--- src/rtl/cag_pkg.sv ---
package cag_pkg;
  // Register word indices; bases first so a loop index maps onto them
  localparam int unsigned REG_BASE0  = 0;  // odd-field VBI base
  localparam int unsigned REG_PITCH0 = 2;  // video pitch, VBI pitch follows
  localparam int unsigned REG_STAT   = 4;
  localparam int unsigned NUM_BASE   = 2;
  localparam int unsigned NUM_PITCH  = 2;
  localparam int unsigned BASE_ODD   = 0;
  localparam int unsigned BASE_EVEN  = 1;
  localparam int unsigned PITCH_VID  = 0;
  localparam int unsigned PITCH_VBI  = 1;
endpackage

--- src/rtl/cag_regfile.sv ---
module cag_regfile
  import cag_pkg::*;
#(
  parameter int DATA_W    = 32,
  parameter int PITCH_W   = 16,
  parameter int BASE_LSB  = 4,
  parameter int PITCH_LSB = 2,
  parameter int ADDR_W    = 3
) (
  input  logic                                 clk,
  input  logic                                 rst_n,
  input  logic                                 we,
  input  logic [ADDR_W-1:0]                    addr,
  input  logic [DATA_W-1:0]                    wdata,
  input  logic                                 commit,
  input  logic                                 pending,
  output logic                                 base_wr,
  output logic [NUM_BASE-1:0][DATA_W-1:0]      act_base,
  output logic [NUM_PITCH-1:0][PITCH_W-1:0]    pitch,
  output logic [DATA_W-1:0]                    rdata
);
  localparam logic [DATA_W-1:0]  BASE_MASK  = ~(DATA_W'((1 << BASE_LSB) - 1));
  localparam logic [PITCH_W-1:0] PITCH_MASK = ~(PITCH_W'((1 << PITCH_LSB) - 1));

  logic [NUM_BASE-1:0] base_hit;

  // Shadow and active copy per base
  for (genvar g = 0; g < NUM_BASE; g++) begin : g_base
    logic [DATA_W-1:0] shadow_q, shadow_d;
    logic [DATA_W-1:0] active_q, active_d;

    assign base_hit[g] = we && (addr == ADDR_W'(REG_BASE0 + g));

    always_comb begin
      shadow_d = wdata & BASE_MASK;
      active_d = shadow_q;  // commit copies the value held before this edge
    end

    always_ff @(posedge clk or negedge rst_n) begin
      if (!rst_n) begin
        shadow_q <= '0;
        active_q <= '0;
      end else begin
        if (base_hit[g]) shadow_q <= shadow_d;
        if (commit)      active_q <= active_d;
      end
    end

    assign act_base[g] = active_q;
  end

  // Pitches are single-buffered
  for (genvar p = 0; p < NUM_PITCH; p++) begin : g_pitch
    logic               hit;
    logic [PITCH_W-1:0] pitch_q, pitch_d;

    assign hit = we && (addr == ADDR_W'(REG_PITCH0 + p));

    always_comb pitch_d = wdata[PITCH_W-1:0] & PITCH_MASK;

    always_ff @(posedge clk or negedge rst_n) begin
      if (!rst_n)   pitch_q <= '0;
      else if (hit) pitch_q <= pitch_d;
    end

    assign pitch[p] = pitch_q;
  end

  assign base_wr = |base_hit;

  // Registered read mux
  logic [DATA_W-1:0] rd_d;

  always_comb begin
    rd_d = '0;
    if (addr == ADDR_W'(REG_BASE0 + BASE_ODD))        rd_d = act_base[BASE_ODD];
    else if (addr == ADDR_W'(REG_BASE0 + BASE_EVEN))  rd_d = act_base[BASE_EVEN];
    else if (addr == ADDR_W'(REG_PITCH0 + PITCH_VID)) rd_d = DATA_W'(pitch[PITCH_VID]);
    else if (addr == ADDR_W'(REG_PITCH0 + PITCH_VBI)) rd_d = DATA_W'(pitch[PITCH_VBI]);
    else if (addr == ADDR_W'(REG_STAT))               rd_d = DATA_W'(pending);
  end

  always_ff @(posedge clk or negedge rst_n) begin
    if (!rst_n) rdata <= '0;
    else        rdata <= rd_d;
  end
endmodule

--- src/rtl/cag_commit_ctl.sv ---
module cag_commit_ctl (
  input  logic clk,
  input  logic rst_n,
  input  logic field_start,
  input  logic data_strobe,
  input  logic base_wr,
  output logic commit,
  output logic pending
);
  logic armed_q, armed_d;
  logic pend_d;

  // First store of a field: armed by field start, disarmed by the first strobe
  always_comb begin
    commit  = data_strobe && armed_q && !field_start;
    armed_d = armed_q;
    if (field_start)      armed_d = 1'b1;
    else if (data_strobe) armed_d = 1'b0;
  end

  // A write in the commit cycle keeps the flag set
  always_comb begin
    pend_d = pending;
    if (base_wr)     pend_d = 1'b1;
    else if (commit) pend_d = 1'b0;
  end

  always_ff @(posedge clk or negedge rst_n) begin
    if (!rst_n) begin
      armed_q <= 1'b0;
      pending <= 1'b0;
    end else begin
      armed_q <= armed_d;
      pending <= pend_d;
    end
  end
endmodule

--- src/rtl/cag_line_seq.sv ---
module cag_line_seq
  import cag_pkg::*;
#(
  parameter int DATA_W  = 32,
  parameter int PITCH_W = 16
) (
  input  logic                              clk,
  input  logic                              rst_n,
  input  logic                              field_start,
  input  logic                              field_odd,
  input  logic                              line_start,
  input  logic [NUM_BASE-1:0][DATA_W-1:0]   act_base,
  input  logic [NUM_PITCH-1:0][PITCH_W-1:0] pitch,
  output logic [DATA_W-1:0]                 vbi_addr,
  output logic [DATA_W-1:0]                 vid_ofs
);
  logic              odd_q, odd_d;
  logic [DATA_W-1:0] vbi_ofs_q, vbi_ofs_d;
  logic [DATA_W-1:0] vid_ofs_q, vid_ofs_d;
  logic              step_en;

  always_comb begin
    step_en   = field_start || line_start;
    odd_d     = field_start ? field_odd : odd_q;
    vbi_ofs_d = vbi_ofs_q + DATA_W'(pitch[PITCH_VBI]);
    vid_ofs_d = vid_ofs_q + DATA_W'(pitch[PITCH_VID]);
    if (field_start) begin
      vbi_ofs_d = '0;
      vid_ofs_d = '0;
    end
  end

  always_ff @(posedge clk or negedge rst_n) begin
    if (!rst_n) begin
      odd_q     <= 1'b0;
      vbi_ofs_q <= '0;
      vid_ofs_q <= '0;
    end else if (step_en) begin
      odd_q     <= odd_d;
      vbi_ofs_q <= vbi_ofs_d;
      vid_ofs_q <= vid_ofs_d;
    end
  end

  assign vbi_addr = (odd_q ? act_base[BASE_ODD] : act_base[BASE_EVEN]) + vbi_ofs_q;
  assign vid_ofs  = vid_ofs_q;
endmodule

--- src/rtl/capture_addr_gen.sv ---
module capture_addr_gen
  import cag_pkg::*;
#(
  parameter int DATA_W    = 32,
  parameter int PITCH_W   = 16,
  parameter int BASE_LSB  = 4,
  parameter int PITCH_LSB = 2,
  parameter int ADDR_W    = 3
) (
  input  logic              clk,
  input  logic              rst_n,
  input  logic              reg_we,
  input  logic [ADDR_W-1:0] reg_addr,
  input  logic [DATA_W-1:0] reg_wdata,
  output logic [DATA_W-1:0] reg_rdata,
  input  logic              field_start,
  input  logic              field_odd,
  input  logic              line_start,
  input  logic              data_strobe,
  output logic              base_pending,
  output logic [DATA_W-1:0] vbi_line_addr,
  output logic [DATA_W-1:0] video_line_ofs
);
  // Reset: asserted asynchronously, released on the clock
  logic rst_meta_q, rst_sync_n;

  always_ff @(posedge clk or negedge rst_n) begin
    if (!rst_n) begin
      rst_meta_q <= 1'b0;
      rst_sync_n <= 1'b0;
    end else begin
      rst_meta_q <= 1'b1;
      rst_sync_n <= rst_meta_q;
    end
  end

  logic                              base_wr_w;
  logic                              commit_w;
  logic [NUM_BASE-1:0][DATA_W-1:0]   act_base_w;
  logic [NUM_PITCH-1:0][PITCH_W-1:0] pitch_w;

  cag_regfile #(
    .DATA_W(DATA_W), .PITCH_W(PITCH_W), .BASE_LSB(BASE_LSB),
    .PITCH_LSB(PITCH_LSB), .ADDR_W(ADDR_W)
  ) u_regs (
    .clk(clk), .rst_n(rst_sync_n), .we(reg_we), .addr(reg_addr),
    .wdata(reg_wdata), .commit(commit_w), .pending(base_pending),
    .base_wr(base_wr_w), .act_base(act_base_w), .pitch(pitch_w),
    .rdata(reg_rdata)
  );

  cag_commit_ctl u_commit (
    .clk(clk), .rst_n(rst_sync_n), .field_start(field_start),
    .data_strobe(data_strobe), .base_wr(base_wr_w),
    .commit(commit_w), .pending(base_pending)
  );

  cag_line_seq #(.DATA_W(DATA_W), .PITCH_W(PITCH_W)) u_seq (
    .clk(clk), .rst_n(rst_sync_n), .field_start(field_start),
    .field_odd(field_odd), .line_start(line_start),
    .act_base(act_base_w), .pitch(pitch_w),
    .vbi_addr(vbi_line_addr), .vid_ofs(video_line_ofs)
  );
endmodule

--- config.mk ---
export PLATFORM = sky130hd
export DESIGN_NAME = capture_addr_gen
export DESIGN_NICKNAME = d
export VERILOG_FILES = /design/src/rtl/cag_pkg.sv /design/src/rtl/cag_regfile.sv /design/src/rtl/cag_commit_ctl.sv /design/src/rtl/cag_line_seq.sv /design/src/rtl/capture_addr_gen.sv
export SDC_FILE = /design/constraint.sdc
export NUM_CORES = 1
export LEC_CHECK = 0
export ABC_CLOCK_PERIOD_IN_PS = 6600
export BUFFER_PORTS_ARGS = -buffer_cell sky130_fd_sc_hd__clkbuf_2
export CORE_MARGIN = 10
export CORE_UTILIZATION = 45
export DETAILED_ROUTE_END_ITERATION = 16
export PLACE_DENSITY_LB_ADDON = 0.25
export SLEW_MARGIN = 40
export SYNTH_ARGS = -nofsm -noshare
export SYNTH_HDL_FRONTEND = slang
export SYNTH_SLANG_ARGS = --single-unit
--- constraint.sdc ---
create_clock -name clk -period 6.6 [get_ports clk]
set_input_delay 1.32 -clock clk [delete_from_list [all_inputs] [get_ports clk]]
set_output_delay 1.32 -clock clk [all_outputs]
set_load 0.05 [all_outputs]
==> results.md <==
* Run status: completed
* Adder-Cell Fraction of Synth Area at 0.0576
* Final Hold Viols at 0
* Distinct cells, synth at 78
* N_diodes at 0
* DIE HEIGHT at 190 um
* Row cnt at 62
* Clock latency on the worst-skew pair at 530 ps
* Simple-gate area share of the yosys netlist at 0.106
* Number of max-cap violations at 0
* Cells after Synth at 1146
* Crit-path max cell delay at 470 ps
* Resized Gates After CTS at 0
* Setup_tns at 0 ps
* Yosys top cell by area: dfrtp_1
* DP HPWL at 23.9 mm
* Post-DP Area at 13900 um2
* Gp weighted congestion at 0.926
* Ys Warns at 0
* Power Density at 400 nW/um2
* GR Layer Usage met1 at 0.243
* Final Net Count at 1359
* Vias in the first global route at 9677
* Reg2reg start: u_regs.g_pitch[0].pitch_q[2]
* Synth area leaders: dfrtp_1, mux2_2, ha_1
* Register area share after synthesis at 0.455
* Top-Level Pins at 139
* Worst Path Arrival at 4190 ps
* Final setup viols at 0
* DRC at 0
* Sequential Power Share at 0.334
* CTS Buf Count at 27
* Wire per inst at 20.0 um
* FF/Latch Area at 5910 um2
* Mux cell area share after synthesis at 0.185
* Starting Density at 0.455
* RSZ-0062 raised after global routing: no
* GRT overflow at 0
* Hold buffer count at cts at 0
* Max rail drop VDD at 606 uV
* Crit Path Class: flop to output port
* WL final at 33.2 mm
* Total track usage at 0.182
* Multi-input logic area at 6670 um2
* Worst Setup End Kind: output port
* Synth top area share at 0.455
* CP max stage cell: dfrtp_1
* Vias at 9527
* Synth-to-Final Area Change at 14.6%
* Slew Limit Fails at 0
* Area of the die at 36000 um2
* Post-Syn Area at 13000 um2
* Psw at 2.39 mW
* HP Class: flop to asynchronous set/reset pin
* Total core area at 28500 um2
* Global-route wire length before repair at 53.3 mm
* Pre-antenna DRT Iters at 5
* Clk sink count at 236
* Fill cells at 2627
* Max clock buf depth at 3
* Pre-CTS WS at 1760 ps
* LEAKAGE at 6.86 nW
* Met3 Resource Use GR at 0.0331
* Worst Setup SP: u_seq.odd_q
* Net Sw Frac at 0.401
* Met2 Track Usage GR at 0.298
* Final ANT Viol Nets at 0
* Die width at 190 um
* Slew headroom at 0.479
* Critical-path cell list: buf_4, mux2_2, ha_1, a211o_2, a31oi_1, o311ai_0, a41oi_1, o21ai_0, xor2_1, clkbuf_2
* Via density at 5.73
* Max H-tree Level at 1
* Clk_skew at 6.88 ps
* CP Max Fanout at 25
* Post-synth EDFFs at 0
* Compound-Gate Fraction of Synth Area at 0.132
* Initial antenna violation count at 1
* Main synth FF type: dfrtp_1
* GR peak layer: met2
* Fin area at 14900 um2
* Setup bufs post-CTS at 0
* Worst EP required at 5280 ps
* Int Pwr at 3.56 mW
* PortBufs at 131
* Clk slew on worst S/H paths at 60 ps
* Largest family of logic cells by synthesized area: multiplexers
* Initial DRC count at 620
* Ys async rst share at 1.00
* Largest net degree at the start of global routing at 109
* CTS tree: yes
* Min setup slack post-route at 1090 ps
* Power share of the clock group at 0.265
* Clock Root Buffer: clkbuf_16
* Tcrit/Tclk final at 0.834
* Min cycle time layout at 5510 ps
* Layout cells sized above 1 at 0.306
* FMAX at 0.182 GHz
* Post-synthesis register bit count at 236
* Comb pwr share at 0.401
* Syn avg cell area at 11.3 um2
* Tightest Pin Transition at 776 ps
* Crit path launch type: flop
* Post-Synth XOR/XNOR Area at 0.0290
## kinds of logic (layout without fill, tap and decap cells)
kind of cell | Yosys count | count (layout)
simple gates | 263 | 263
compound gates | 251 | 251
flops | 236 | 236
mux | 203 | 203
buf+inv | 90 | 219
fa+ha+maj | 58 | 58
xor+xnor | 43 | 43
other cells | 2 | 6
## final timing paths
check / end / slack [ps] / cells past startpoint
setup reg to reg: u_seq.vid_ofs[22] / 3870 / 9
min in group clk: rst_sync_n / 350 / 0
max in group asynchronous: u_regs.rdata[24] / 5130 / 2
setup / recovery: vbi_line_addr[24] / 1090 / 10
hold reg to reg: u_commit.pending / 250 / 0
hold / removal: u_commit.pending / 250 / 0
## layout make-up
class | instances | area share
Tap cell | 384 | 0.0323
Inverter | 28 | 0.00706
Sequential cell | 236 | 0.397
Multi-Input combinational cell | 824 | 0.448
Clock inverter | 12 | 0.0133
Timing Repair Buffer | 142 | 0.0529
Clock buffer | 37 | 0.0493
## power groups by stage
stage / logic [mW] / registers (mW) / clock network [mW]
floorplan: 1.70 / 2.12 / 0
global placement: 2.34 / 2.01 / 0
detailed placement: 2.38 / 2.01 / 0
finish: 2.39 / 1.99 / 1.57
global route: 2.58 / 2.03 / 1.67
CTS: 2.39 / 1.99 / 1.61
## sequential cells by signal, indices dropped and copies added (netlist names)
| register | flops |
|---|---|
| u_regs.g_base.active_d | 56 |
| u_regs.g_base.active_q | 56 |
| u_regs.rdata | 31 |
| u_seq.vbi_ofs_q | 30 |
| u_seq.vid_ofs | 30 |
| u_regs.g_pitch.pitch_q | 28 |
| rst_meta_q | 1 |
| rst_sync_n | 1 |
| u_commit.armed_q | 1 |
| u_commit.pending | 1 |
| u_seq.odd_q | 1 |
## stage by stage
step	power [mW]	hold WS, ps	util	std cells
floorplan	3.83	331	-	1150
global placement	4.34	342	0.486	1610
detailed placement	4.39	270	0.489	1614
CTS	5.99	271	0.521	1663
global route	6.27	280	0.521	1663
finish	5.95	253	0.521	1663
## layout by cell type (no fill, tap or decap), drive strengths merged, types with 12 or more instances in the layout
| cell type | n |
|---|---|
| dfrtp | 236 |
| mux2 | 174 |
| clkbuf | 168 |
| a21oi | 70 |
| nand2 | 57 |
| nor2 | 56 |
| ha | 55 |
| o21ai | 41 |
| xnor2 | 31 |
| inv | 29 |
| a21o | 25 |
| nor2b | 24 |
| a22o | 22 |
| nand3 | 22 |
| nand4 | 19 |
| nor3 | 19 |
| mux2i | 17 |
| xor2 | 12 |
| o211ai | 12 |
| mux4 | 12 |
## synth_stat cells, drive strengths merged (4+ instances only)
cell type	instances
dfrtp	236
mux2	174
a21oi	70
nand2	57
nor2	56
ha	55
o21ai	41
buf	32
xnor2	31
clkbuf	28
inv	28
a21o	25
nor2b	24
a22o	22
nand3	22
nand4	19
nor3	19
mux2i	17
mux4	12
o211ai	12
xor2	12
or4	10
a211oi	9
o31ai	9
or3	9
and3	8
and4	7
nand3b	7
a31oi	6
and2	6
o21a	6
nand2b	5
o311ai	5
a21boi	4
a22oi	4
a31o	4
nor4	4
o21bai	4
## routing by layer
metal | share of wire | wire [um]
met2 | 0.48 | 16000
met4 | 0.023 | 775
met1 | 0.44 | 14600
met5 | 0.00039 | 13
met3 | 0.054 | 1800
## worst max-delay path: cells and delay by family (launching register included)
| family | cells | cell delay, ps |
|---|---|---|
| multiplexers | 1 | 400 |
| buffers and inverters | 2 | 730 |
| AO/OA/AOI/OAI | 5 | 1480 |
| adder cells (fa/ha/maj) | 1 | 360 |
| XOR/XNOR | 1 | 210 |
| flip-flops | 1 | 470 |
(Power assumes the default switching activity.)
